--- src/rtl/nps_pkg.sv ---
package nps_pkg;
  localparam logic [2:0] A_CTRL = 3'd0;
  localparam logic [2:0] A_CFG  = 3'd1;
  localparam logic [2:0] A_STAT = 3'd2;
  localparam logic [2:0] A_CNT  = 3'd3;
  localparam logic [2:0] A_RAW  = 3'd4;
  localparam logic [2:0] A_EN   = 3'd5;
  localparam logic [2:0] A_SET  = 3'd6;
  localparam logic [2:0] A_CLR  = 3'd7;

  localparam int CTRL_GO   = 0;
  localparam int CTRL_ECLR = 1;
  localparam int CTRL_SRST = 2;

  localparam int CFG_WIDE  = 0;
  localparam int CFG_DIR   = 1;
  localparam int CFG_BURST = 2;
  localparam int CFG_ECC   = 3;
  localparam int CFG_DECC  = 4;
  localparam int CFG_CE    = 5;
  localparam int CFG_W     = 6;

  localparam int IRQ_RDY = 0;
  localparam int IRQ_TC  = 1;
  localparam int IRQ_N   = 2;
endpackage

--- src/rtl/nps_fifo.sv ---
module nps_fifo #(
  parameter int W     = 32,
  parameter int DEPTH = 4
) (
  input  logic         clk,
  input  logic         rst_n,
  input  logic         flush,
  input  logic         push,
  input  logic [W-1:0] din,
  input  logic         pop,
  output logic [W-1:0] dout,
  output logic         full,
  output logic         empty
);
  localparam int AW = (DEPTH > 1) ? $clog2(DEPTH) : 1;
  localparam int CW = AW + 1;

  logic [W-1:0]  mem [DEPTH];
  logic [AW-1:0] wp, rp;
  logic [CW-1:0] cnt;

  assign full  = (cnt == CW'(DEPTH));
  assign empty = (cnt == '0);
  assign dout  = mem[rp];

  function automatic logic [AW-1:0] nxt(input logic [AW-1:0] p);
    return (p == AW'(DEPTH - 1)) ? '0 : p + AW'(1);
  endfunction

  always_ff @(posedge clk or negedge rst_n) begin
    if (!rst_n) begin
      wp <= '0; rp <= '0; cnt <= '0;
    end else if (flush) begin
      wp <= '0; rp <= '0; cnt <= '0;
    end else begin
      if (push) wp <= nxt(wp);
      if (pop)  rp <= nxt(rp);
      cnt <= cnt + CW'(push) - CW'(pop);
    end
  end

  always_ff @(posedge clk) begin
    if (push && !flush) mem[wp] <= din;
  end

  assert_no_overflow_R5: assert property (@(posedge clk) disable iff (!rst_n)
    full |-> !push);
  assert_no_underflow_R5: assert property (@(posedge clk) disable iff (!rst_n)
    empty |-> !pop);
endmodule

--- src/rtl/nps_lane.sv ---
module nps_lane #(
  parameter int DW = 32
) (
  input  logic          clk,
  input  logic          rst_n,
  input  logic          flush,
  input  logic          dir_rd,
  input  logic          run,
  input  logic          cnt_zero,
  input  logic [DW-1:0] fifo_dout,
  input  logic          fifo_empty,
  input  logic          fifo_full,
  output logic          fifo_pop,
  output logic          fifo_push,
  output logic [DW-1:0] pack_word,
  output logic          tx_valid,
  input  logic          tx_ready,
  output logic [7:0]    tx_data,
  input  logic          rx_valid,
  output logic          rx_ready,
  input  logic [7:0]    rx_data,
  output logic          byte_xfer,
  output logic          busy
);
  localparam int NB  = DW / 8;
  localparam int NBW = $clog2(NB) + 1;

  logic [DW-1:0]  word;
  logic [NBW-1:0] nb;
  logic           tx_hs, rx_hs;

  assign busy      = (nb != '0);
  assign tx_valid  = !dir_rd && run && !cnt_zero && busy;
  assign tx_data   = word[7:0];
  assign rx_ready  = dir_rd && run && !cnt_zero && (nb != NBW'(NB));
  assign tx_hs     = tx_valid && tx_ready;
  assign rx_hs     = rx_valid && rx_ready;
  assign byte_xfer = tx_hs || rx_hs;
  assign fifo_pop  = !dir_rd && run && !busy && !fifo_empty;
  assign fifo_push = dir_rd && busy && !fifo_full && ((nb == NBW'(NB)) || cnt_zero);
  assign pack_word = word;

  always_ff @(posedge clk or negedge rst_n) begin
    if (!rst_n) begin
      word <= '0; nb <= '0;
    end else if (flush) begin
      word <= '0; nb <= '0;
    end else if (fifo_pop) begin
      word <= fifo_dout; nb <= NBW'(NB);
    end else if (tx_hs) begin
      word <= word >> 8; nb <= nb - NBW'(1);
    end else if (rx_hs) begin
      word[8*nb[NBW-2:0] +: 8] <= rx_data; nb <= nb + NBW'(1);
    end else if (fifo_push) begin
      word <= '0; nb <= '0;
    end
  end
endmodule

--- src/rtl/nps_irq.sv ---
module nps_irq #(
  parameter int NI = 2
) (
  input  logic          clk,
  input  logic          rst_n,
  input  logic          srst,
  input  logic [NI-1:0] hw_evt,
  input  logic          wr_en,
  input  logic          wr_set,
  input  logic          wr_clr,
  input  logic [NI-1:0] wdata,
  output logic [NI-1:0] raw,
  output logic [NI-1:0] en,
  output logic          irq
);
  logic [NI-1:0] set_m, clr_m;

  assign set_m = wr_set ? wdata : '0;
  assign clr_m = wr_clr ? wdata : '0;
  assign irq   = |(raw & en);

  always_ff @(posedge clk or negedge rst_n) begin
    if (!rst_n) begin
      raw <= '0; en <= '0;
    end else begin
      raw <= (raw & ~clr_m) | set_m | hw_evt;
      if (srst)       en <= '0;
      else if (wr_en) en <= wdata;
    end
  end

  for (genvar i = 0; i < NI; i++) begin : g_chk
    assert_clr_drop_R6: assert property (@(posedge clk) disable iff (!rst_n)
      (wr_clr && wdata[i] && !hw_evt[i]) |=> !raw[i]);
    assert_hw_wins_R6: assert property (@(posedge clk) disable iff (!rst_n)
      hw_evt[i] |=> raw[i]);
  end
endmodule

--- src/rtl/nand_page_seq.sv ---
module nand_page_seq
  import nps_pkg::*;
#(
  parameter int DW         = 32,
  parameter int FIFO_DEPTH = 4,
  parameter int CNT_W      = 16,
  parameter int SNAP_BYTES = 256
) (
  input  logic          clk,
  input  logic          rst_n,
  input  logic [2:0]    reg_addr,
  input  logic          reg_wr,
  input  logic [31:0]   reg_wdata,
  output logic [31:0]   reg_rdata,
  input  logic          dma_in_valid,
  output logic          dma_in_ready,
  input  logic [DW-1:0] dma_in_data,
  output logic          dma_out_valid,
  input  logic          dma_out_ready,
  output logic [DW-1:0] dma_out_data,
  output logic          dma_burst,
  output logic          nand_tx_valid,
  input  logic          nand_tx_ready,
  output logic [7:0]    nand_tx_data,
  input  logic          nand_rx_valid,
  output logic          nand_rx_ready,
  input  logic [7:0]    nand_rx_data,
  input  logic          nand_rdy,
  output logic          chip_en_low,
  output logic          ecc_clear,
  output logic          ecc_snap,
  output logic          irq
);
  localparam int SPW = (SNAP_BYTES > 1) ? $clog2(SNAP_BYTES) : 1;

  logic              go, rdy_q, ecc_clear_q, ecc_snap_q;
  logic [CFG_W-1:0]  cfg;
  logic [CNT_W-1:0]  cnt;
  logic [SPW-1:0]    snap_ph;
  logic              wr_ctrl, wr_cfg, wr_cnt, srst, eclr, dir_rd, cnt_zero;
  logic              fifo_push, fifo_pop, fifo_full, fifo_empty;
  logic              lane_pop, lane_push, lane_busy, byte_xfer;
  logic [DW-1:0]     fifo_din, fifo_dout, pack_word;
  logic [IRQ_N-1:0]  hw_evt, irq_raw, irq_en;
  logic              unused_wdata;

  assign unused_wdata = ^reg_wdata;
  assign wr_ctrl  = reg_wr && (reg_addr == A_CTRL);
  assign wr_cfg   = reg_wr && (reg_addr == A_CFG);
  assign wr_cnt   = reg_wr && (reg_addr == A_CNT);
  assign srst     = wr_ctrl && reg_wdata[CTRL_SRST];
  assign eclr     = wr_ctrl && reg_wdata[CTRL_ECLR];
  assign dir_rd   = cfg[CFG_DIR];
  assign cnt_zero = (cnt == '0);

  assign chip_en_low = cfg[CFG_CE];
  assign dma_burst   = cfg[CFG_BURST];
  assign ecc_clear   = ecc_clear_q;
  assign ecc_snap    = ecc_snap_q;

  // control, config, count and ECC phase
  always_ff @(posedge clk or negedge rst_n) begin
    if (!rst_n) begin
      go <= 1'b0; cfg <= '0; cnt <= '0; snap_ph <= '0;
      rdy_q <= 1'b0; ecc_clear_q <= 1'b0; ecc_snap_q <= 1'b0;
    end else begin
      rdy_q       <= nand_rdy;
      ecc_clear_q <= eclr;
      ecc_snap_q  <= byte_xfer && (snap_ph == SPW'(SNAP_BYTES - 1))
                     && cfg[CFG_ECC] && cfg[CFG_DECC];
      if (srst)         go <= 1'b0;
      else if (wr_ctrl) go <= reg_wdata[CTRL_GO];
      if (srst)        cfg <= '0;
      else if (wr_cfg) cfg <= reg_wdata[CFG_W-1:0];
      if (srst)           cnt <= '0;
      else if (wr_cnt)    cnt <= reg_wdata[CNT_W-1:0];
      else if (byte_xfer) cnt <= cnt - CNT_W'(1);
      if (srst || eclr || wr_cnt) snap_ph <= '0;
      else if (byte_xfer)
        snap_ph <= (snap_ph == SPW'(SNAP_BYTES - 1)) ? '0 : snap_ph + SPW'(1);
    end
  end

  // data path muxing by direction
  assign dma_in_ready  = !dir_rd && go && !fifo_full;
  assign dma_out_valid = dir_rd && !fifo_empty;
  assign dma_out_data  = fifo_dout;
  assign fifo_push     = dir_rd ? lane_push : (dma_in_valid && dma_in_ready);
  assign fifo_pop      = dir_rd ? (dma_out_valid && dma_out_ready) : lane_pop;
  assign fifo_din      = dir_rd ? pack_word : dma_in_data;

  nps_fifo #(.W(DW), .DEPTH(FIFO_DEPTH)) u_fifo (
    .clk(clk), .rst_n(rst_n), .flush(srst),
    .push(fifo_push), .din(fifo_din), .pop(fifo_pop), .dout(fifo_dout),
    .full(fifo_full), .empty(fifo_empty)
  );

  nps_lane #(.DW(DW)) u_lane (
    .clk(clk), .rst_n(rst_n), .flush(srst), .dir_rd(dir_rd), .run(go),
    .cnt_zero(cnt_zero), .fifo_dout(fifo_dout), .fifo_empty(fifo_empty),
    .fifo_full(fifo_full), .fifo_pop(lane_pop), .fifo_push(lane_push),
    .pack_word(pack_word), .tx_valid(nand_tx_valid), .tx_ready(nand_tx_ready),
    .tx_data(nand_tx_data), .rx_valid(nand_rx_valid), .rx_ready(nand_rx_ready),
    .rx_data(nand_rx_data), .byte_xfer(byte_xfer), .busy(lane_busy)
  );

  // interrupt events
  always_comb begin
    hw_evt          = '0;
    hw_evt[IRQ_TC]  = byte_xfer && (cnt == CNT_W'(1)) && !wr_cnt && !srst;
    hw_evt[IRQ_RDY] = nand_rdy && !rdy_q;
  end

  nps_irq #(.NI(IRQ_N)) u_irq (
    .clk(clk), .rst_n(rst_n), .srst(srst), .hw_evt(hw_evt),
    .wr_en(reg_wr && (reg_addr == A_EN)),
    .wr_set(reg_wr && (reg_addr == A_SET)),
    .wr_clr(reg_wr && (reg_addr == A_CLR)),
    .wdata(reg_wdata[IRQ_N-1:0]), .raw(irq_raw), .en(irq_en), .irq(irq)
  );

  // register read
  always_comb begin
    reg_rdata = '0;
    case (reg_addr)
      A_CTRL: reg_rdata[CTRL_GO] = go;
      A_CFG:  reg_rdata[CFG_W-1:0] = cfg;
      A_STAT: reg_rdata[2:0] = {!fifo_empty, lane_busy, nand_rdy};
      A_CNT:  reg_rdata[CNT_W-1:0] = cnt;
      A_RAW:  reg_rdata[IRQ_N-1:0] = irq_raw;
      A_EN:   reg_rdata[IRQ_N-1:0] = irq_en;
      default: reg_rdata = '0;
    endcase
  end

  assert_zero_quiet_R4: assert property (@(posedge clk) disable iff (!rst_n)
    cnt_zero |-> (!nand_tx_valid && !nand_rx_ready));
  assert_tc_raise_R4: assert property (@(posedge clk) disable iff (!rst_n)
    (byte_xfer && cnt == CNT_W'(1) && !reg_wr) |=> irq_raw[IRQ_TC]);
  assert_tx_hold_R5: assert property (@(posedge clk) disable iff (!rst_n)
    (nand_tx_valid && !nand_tx_ready && !reg_wr) |=> (nand_tx_valid && $stable(nand_tx_data)));
  assert_out_hold_R5: assert property (@(posedge clk) disable iff (!rst_n)
    (dma_out_valid && !dma_out_ready && !reg_wr) |=> (dma_out_valid && $stable(dma_out_data)));
  assert_halt_R11: assert property (@(posedge clk) disable iff (!rst_n)
    !go |-> (!nand_tx_valid && !nand_rx_ready && !dma_in_ready));
  assert_snap_gate_R9: assert property (@(posedge clk) disable iff (!rst_n)
    (!(cfg[CFG_ECC] && cfg[CFG_DECC]) && !reg_wr) |=> !ecc_snap);
endmodule

--- config.mk ---
export PLATFORM = sky130hd
export DESIGN_NAME = nand_page_seq
export DESIGN_NICKNAME = d
export VERILOG_FILES = /design/src/rtl/nps_pkg.sv /design/src/rtl/nps_fifo.sv /design/src/rtl/nps_lane.sv /design/src/rtl/nps_irq.sv /design/src/rtl/nand_page_seq.sv
export SDC_FILE = /design/constraint.sdc
export NUM_CORES = 1
export LEC_CHECK = 0
export CELL_PAD_IN_SITES_DETAIL_PLACEMENT = 1
export CELL_PAD_IN_SITES_GLOBAL_PLACEMENT = 2
export CORE_ASPECT_RATIO = 0.8
export CORE_UTILIZATION = 38
export CTS_BUF_LIST = sky130_fd_sc_hd__clkbuf_8
export CTS_CLUSTER_DIAMETER = 100
export DETAILED_ROUTE_END_ITERATION = 10
export PLACE_DENSITY = 0.93
export SLEW_MARGIN = 25
export SYNTH_ARGS = -nofsm -noshare
export SYNTH_HDL_FRONTEND = slang
export SYNTH_SLANG_ARGS = --single-unit
--- constraint.sdc ---
create_clock -name clk -period 4.04 [get_ports clk]
set_input_delay 1.01 -clock clk [delete_from_list [all_inputs] [get_ports clk]]
set_output_delay 1.01 -clock clk [all_outputs]
set_load 0.05 [all_outputs]
==> flow_summary.yaml, run 1 <==
worst_setup_path:
  crit_type: "in -> out"
  crit_path_end: "reg_rdata[1]"
  arrival_ns: 2.79
  rr_worst_depth: 14
  cp.required_ns: 3.03
  endpoint_kind: "output pin"
  rr_startpoint: "u_lane.nb[0]"
  worst_setup_path_start_kind: "input port"
  rrSetupSlack_ns: 0.83
  cp_max_fo: 9
  rr_endpoint: "u_fifo.cnt[2]"
  startpoint: "reg_addr[1]"
logic_synthesis:
  synth_edf_count: 128
  synth-main-ff-cell: "edfxtp_1"
  async_flop_share_pct: 38.5
  netlist_area_mm2: 0.0101
  synth_top_family_by_area: "compound AO/OA/AOI/OAI gates"
  synth.distinct_cells: 65
  netlist_instances: 750
  synthXorXnorAreaFrac_pct: 1.04
  synth.mux.area_fraction_pct: 12.0
  synthSimpleGateAreaFrac_pct: 9.34
  synth_compound_area_share_pct: 13.2
  ys_seq_area_share_pct: 57.8
  synthAdderAreaFrac_pct: 2.30
  ys_seq_elements: 208
  synth_top_area_share_pct: 38.0
  avgSynthCellArea_um2: 13.5
  synth_top_cell_by_area: "edfxtp_1"
  ys_warn_count: 0
  synth_area_leaders: "edfxtp_1, dfrtp_1, mux4_2"
die:
  dieArea_mm2: 0.0273
  start_util_pct: 38.6
  core-area_mm2: 0.0262
  core.rowCount: 53
  dieHeight_um: 148
  io_pins: 164
  fp.dieW_um: 184
power_and_ir_drop:
  max-vdd-ir-drop_mv: 0.315
  p_per_area_mw_per_mm2: 641
  p_leak_nw: 4.83
timing:
  period_share_pct: 94.2
  fmax_mhz: 263
  timing_hold_violations_final: 0
  worstMarginPinSlew_ns: 0.963
  max-slew-margin-rel_pct: 35.3
  finalClockSkew_ns: 0.0119
  grt_setup_unrepaired: "no"
  tns_ns: 0
  final-max-slew-violation-count: 0
  fin_crit_ns: 3.80
  setup_viol: 0
global_route:
  grt_pass1_vias: 7424
  antenna_found_initial: 0
  grt_usage_pct: 21.6
  overflow: 0
  grt_pass1_wl_um: 44300
  grt_max_degree: 50
route:
  via_per_inst: 5.60
  post_drt_wl_per_cell_um: 22.8
  routed-via-count: 7167
  drt-pass1-iter-count: 7
  finalWirelength_um: 29200
  drt_iter0_drc: 654
  drc_errors: 0
  ant_nets: 0
clocking:
  post-cts-setup-buffers: 0
  hold_buffers: 0
  cts-root-buf: "clkbuf_8"
  cts.sinks: 208
  clkTransAtPathRegs_ns: 0.06
  clock_latency_ns: 0.52
  cts_tree: "done"
  cts_buffer_depth: 3
  cts-resized-gates: 0
  cts_made_buffers: 36
  htreeDepth: 2
placed_design:
  gp_congestion: 0.824
  place_hpwl_um: 20200
  placed_cells: 1216
  dpl_cell_area_mm2: 0.0119
  io_buffers: 131
cells_and_area:
  drive_gt1_share_pct: 18.9
  layoutNonFillerInstCount: 1279
  design_area_mm2: 0.0126
  insertedDiodeCount: 0
  filler_cell_count: 2678
  syn_to_final_growth_pct: 24.3
  final_nets: 998
worst_hold_path:
  hp-class: "reg -> reg"
job:
  maxCapViolations: 0
status:
  status: "complete, no violations"
registers in the layout, indices dropped and copies added (netlist names):
register	flops
u_fifo.wp	2
u_fifo.mem	128
u_fifo.cnt	3
u_irq.raw	2
ecc_clear	1
snap_ph	8
ecc_snap	1
cfg	6
go	1
u_irq.en	2
rdy_q	1
u_fifo.rp	2
u_lane.nb	3
u_lane.pack_word	32
cnt	16
how the worst min path moves through the flow:
stage               start      endpoint  slack (ns)  depth (start not counted)
floorplan           rdy_q  u_irq.raw[0]        0.45                          1
global placement    rdy_q  u_irq.raw[0]        0.47                          1
detailed placement  rdy_q  u_irq.raw[0]        0.48                          1
CTS                 rdy_q  u_irq.raw[0]        0.47                          1
global route        rdy_q  u_irq.raw[0]        0.51                          1
finish              rdy_q  u_irq.raw[0]        0.47                          1
critical path, stage by stage:
cell and delay, ns:
clkdlybuf4s50_1 0.65, nor2b_1 0.22, a221oi_1 0.10, a21oi_1 0.19
nor2_1 0.06, o32ai_1 0.26, buf_4 0.17, buf_12 0.12
layer usage:
layer | track usage (%) | up-vias | wire length (µm)
li1 | - | 3156 | -
met1 | 31.4 | 3715 | 13200
met2 | 33.2 | 244 | 13500
met3 | 3.23 | 52 | 1780
met4 | 7.08 | 0 | 637
met5 | 0 | - | 0
cells in the final DEF, fill, tap and decap left out, drive strengths merged, types with 4 or more instances in the layout:
cell / synthesis / final
or3: 4 / 4
a22o: 34 / 34
mux4: 32 / 32
clkdlybuf4s50: 0 / 112
inv: 18 / 28
a21o: 16 / 16
xnor2: 4 / 4
nor2b: 4 / 4
a21oi: 33 / 33
o21ai: 27 / 27
nand2: 31 / 31
a32o: 5 / 5
ha: 17 / 17
nor2: 48 / 48
and3: 12 / 12
o2bb2ai: 17 / 17
edfxtp: 128 / 128
a22oi: 19 / 19
nor3: 14 / 14
a311oi: 4 / 4
nand2b: 8 / 8
nand3: 11 / 11
conb: 1 / 16
clkbuf: 14 / 39
o211ai: 4 / 4
xor2: 8 / 8
dfrtp: 80 / 80
mux2i: 12 / 12
nand4: 8 / 8
nor4: 6 / 6
buf: 49 / 45
clkinv: 0 / 13
and2: 15 / 15
mux2: 33 / 33
layout make-up:
class / count / area (µm²) / share of cell area, %
Clock buffer: 39 / 537 / 4.27
Clock inverter: 24 / 104 / 0.826
Inverter: 18 / 67.6 / 0.537
Multi-Input combinational cell: 476 / 3900 / 31.0
Sequential cell: 208 / 5850 / 46.5
Tap cell: 357 / 447 / 3.55
Timing Repair Buffer: 157 / 1670 / 13.3
synth_stat cells (11+ instances only):
cell type	number
edfxtp_1	128
dfrtp_1	80
nor2_1	48
a22o_1	34
a21oi_1	33
mux2_2	33
mux4_2	32
nand2_1	31
buf_4	24
o21ai_0	20
a22oi_1	19
inv_1	18
ha_1	17
o2bb2ai_1	17
a21o_1	16
buf_2	16
and2_1	15
clkbuf_1	14
nor3_1	13
and3_1	12
mux2i_1	12
nand3_1	11
power by group:
part | internal [mW] | switching [mW] | leakage [nW]
sequential | 2.69 | 0.359 | 2.21
combinational | 1.24 | 2.02 | 2.26
clock | 0.891 | 0.858 | 0.363
total | 4.82 | 3.23 | 4.83
per-stage QoR:
| step | utilization (%) | power (mW) | worst slack (ns) | hold WS, ns |
|---|---|---|---|---|
| finish | 48.0 | 8.05 | 0.236 | 0.466 |
| global placement | 45.6 | 6.25 | 0.173 | 0.465 |
| global route | 48.0 | 8.43 | 0.0442 | 0.507 |
| detailed placement | 45.6 | 6.34 | 0.229 | 0.477 |
| CTS | 48.0 | 8.12 | 0.233 | 0.473 |
| floorplan | - | 5.25 | 0.127 | 0.454 |
logic make-up (layout without fill, tap and decap cells):
kind of cell	count (synthesis)	in the layout
adders and majority gates	18	18
buffers and inverters	81	238
other	1	16
xor gates and xnor gates	12	12
and+or+nand+nor	172	172
muxes	77	77
DFF	208	208
AOI/OAI and AO/OA	181	181
No activity file was read; power rests on OpenSTA's default activity.
==> run 2, diff against run 1 <==
--- a/config.mk
+++ b/config.mk
@@ -5,6 +5,7 @@
 export SDC_FILE = /design/constraint.sdc
 export NUM_CORES = 1
 export LEC_CHECK = 0
+export ABC_CLOCK_PERIOD_IN_PS = 4040
 export CELL_PAD_IN_SITES_DETAIL_PLACEMENT = 1
 export CELL_PAD_IN_SITES_GLOBAL_PLACEMENT = 2
 export CORE_ASPECT_RATIO = 0.8
==> results of run 2 <==
Same layout as run 1: the final DEF is identical, and so are final timing and power.
==> run 3, diff against run 2 <==
--- a/config.mk
+++ b/config.mk
@@ -13,6 +13,7 @@
 export CTS_BUF_LIST = sky130_fd_sc_hd__clkbuf_8
 export CTS_CLUSTER_DIAMETER = 100
 export DETAILED_ROUTE_END_ITERATION = 10
+export MAX_ROUTING_LAYER = met4
 export PLACE_DENSITY = 0.93
 export SLEW_MARGIN = 25
 export SYNTH_ARGS = -nofsm -noshare
==> run 3 against run 2 <==
  * Utilization hardly changed
  * Design area is essentially flat
  * Sequential power is essentially flat
  * Sequential cell count is the same
  * Via count increased by 0.28%
  * Largest cell class unchanged
  * Die area did not move
  * Maximum frequency fell by 0.34%
  * Wire length up 0.17%
  * Register-to-register slack barely moved
  * Clock-buffer cell count did not move
==> flow_summary.yaml, run 3 (synthesis gave the netlist of run 1 again) <==
timing:
  setup_viol: 0
  max-slew-margin-rel_pct: 49.6
  fin_crit_ns: 3.82
  finalClockSkew_ns: 0.0155
  layout_setup_ws_ns: 0.223
  period_share_pct: 94.5
  fmax_mhz: 262
  grt_setup_unrepaired: "no"
  worstMarginPinSlew_ns: 0.755
  final-max-slew-violation-count: 0
  tns_ns: 0
  timing_hold_violations_final: 0
worst_hold_path:
  hold_depth: 1
  whs_endpoint: "u_irq.raw[0]"
  min_from: "rdy_q"
  hp-class: "reg -> reg"
clocking:
  cts.sinks: 208
  cts_tree: "done"
  post-cts-setup-buffers: 0
  clock_latency_ns: 0.53
  cts-resized-gates: 0
  hold_buffers: 0
  cts_made_buffers: 36
  htreeDepth: 2
  clkTransAtPathRegs_ns: 0.06
  cts_buffer_depth: 3
  cts-root-buf: "clkbuf_8"
power_and_ir_drop:
  power.switching_mw: 3.24
  p_int_mw: 4.82
  p_sw_share_pct: 40.2
  p_leak_nw: 4.83
  p_per_area_mw_per_mm2: 641
  pwr-share-clk_pct: 21.7
  p_comb_share_pct: 40.4
  max-vdd-ir-drop_mv: 0.317
  seq_power_share_pct: 37.8
  power_mw: 8.06
worst_setup_path:
  crit_type: "in -> out"
  cp_max_fo: 9
  worst_setup_path_start_kind: "input port"
  startpoint: "reg_addr[1]"
  cp.required_ns: 3.03
  rr_startpoint: "u_lane.nb[0]"
  arrival_ns: 2.81
  rr_worst_depth: 14
  endpoint_kind: "output pin"
  rr_endpoint: "u_fifo.cnt[2]"
  rrSetupSlack_ns: 0.83
die:
  dieHeight_um: 148
  fp.dieW_um: 184
  core-area_mm2: 0.0262
  dieArea_mm2: 0.0273
  core.rowCount: 53
  start_util_pct: 38.6
  io_pins: 164
cells_and_area:
  largest_register: "u_fifo.mem"
  multiInputGateArea_mm2: 0.00390
  drive_gt1_share_pct: 19.0
  largest_reg_flops: 128
  finalCoreUtilization_pct: 48.0
  filler_cell_count: 2677
  most-common-layout-cells: "edfxtp_1, clkdlybuf4s50_1, dfrtp_1, nor2_1, clkbuf_8"
  insertedDiodeCount: 0
  syn_to_final_growth_pct: 24.4
  final_common_cell: "edfxtp_1"
  register_area_mm2: 0.00585
  final_nets: 998
route:
  drt-pass1-iter-count: 7
  post_drt_wl_per_cell_um: 22.8
  ant_nets: 0
  drc_errors: 0
  via_per_inst: 5.62
  routed-via-count: 7187
  drt_iter0_drc: 608
  finalWirelength_um: 29200
global_route:
  antenna_found_initial: 0
  grt_pass1_wl_um: 44500
  grt_usage_pct: 22.4
  overflow: 0
  grt_pass1_vias: 7388
  grt_max_degree: 50
placed_design:
  place_ws_ns: 0.229
  io_buffers: 131
  place_hpwl_um: 20200
  gp_congestion: 0.836
status:
  status: "complete, no violations"
job:
  maxCapViolations: 0
run 3: cell counts in the layout (fill, tap and decap cells not counted):
Identical to the previous run, type by type.
run 3: worst max-delay path by stage:
stage,end,cells after the start,slack (ns)
final,reg_rdata[1],8,0.22
after global routing,reg_rdata[1],9,0.04
after CTS,reg_rdata[1],8,0.23
after detailed placement,reg_rdata[1],8,0.23
after global placement,reg_rdata[1],8,0.17
after floorplan,reg_rdata[1],6,0.13
run 3: per-stage QoR:
| stage | cells | area, µm² | hold WS (ns) |
|---|---|---|---|
| after CTS | 1279 | 12600 | 0.473 |
| after detailed placement | 1216 | 11900 | 0.477 |
| after floorplan | 765 | 10200 | 0.454 |
| final | 1279 | 12600 | 0.466 |
| after global routing | 1279 | 12600 | 0.507 |
| after global placement | 1216 | 11900 | 0.465 |
run 3: power by group through the flow:
stage	Clock, mW	Sequential (mW)	Combinational (mW)
4_1_cts	1.80	3.04	3.28
3_3_place_gp	0	3.06	3.19
6_report	1.75	3.05	3.26
5_1_grt	1.88	3.09	3.46
3_5_place_dp	0	3.08	3.26
2_1_floorplan	0	2.93	2.31
run 3: area by class of cell:
| class | instances | share of cell area (%) |
|---|---|---|
| sequential | 208 | 46.5 |
| multi-input combinational | 476 | 31.0 |
| timing repair buffer | 157 | 13.3 |
| clock buffer | 39 | 4.27 |
| tap | 357 | 3.55 |
| clock inverter | 24 | 0.826 |
| inverter | 18 | 0.537 |
run 3: metal layers:
metal / vias up / wire [µm] / GRT usage (%)
met1: 3704 / 13400 / 31.6
met2: 262 / 13400 / 33.2
met5: - / 0 / -
met4: 0 / 596 / 7.08
met3: 53 / 1800 / 3.18
li1: 3168 / - / -
run 3: worst max-delay path: stages:
cell and delay, ns:
clkdlybuf4s50_1 0.65, nor2b_1 0.23, a221oi_1 0.10, a21oi_1 0.19
nor2_1 0.06, o32ai_1 0.26, buf_4 0.17, buf_12 0.12
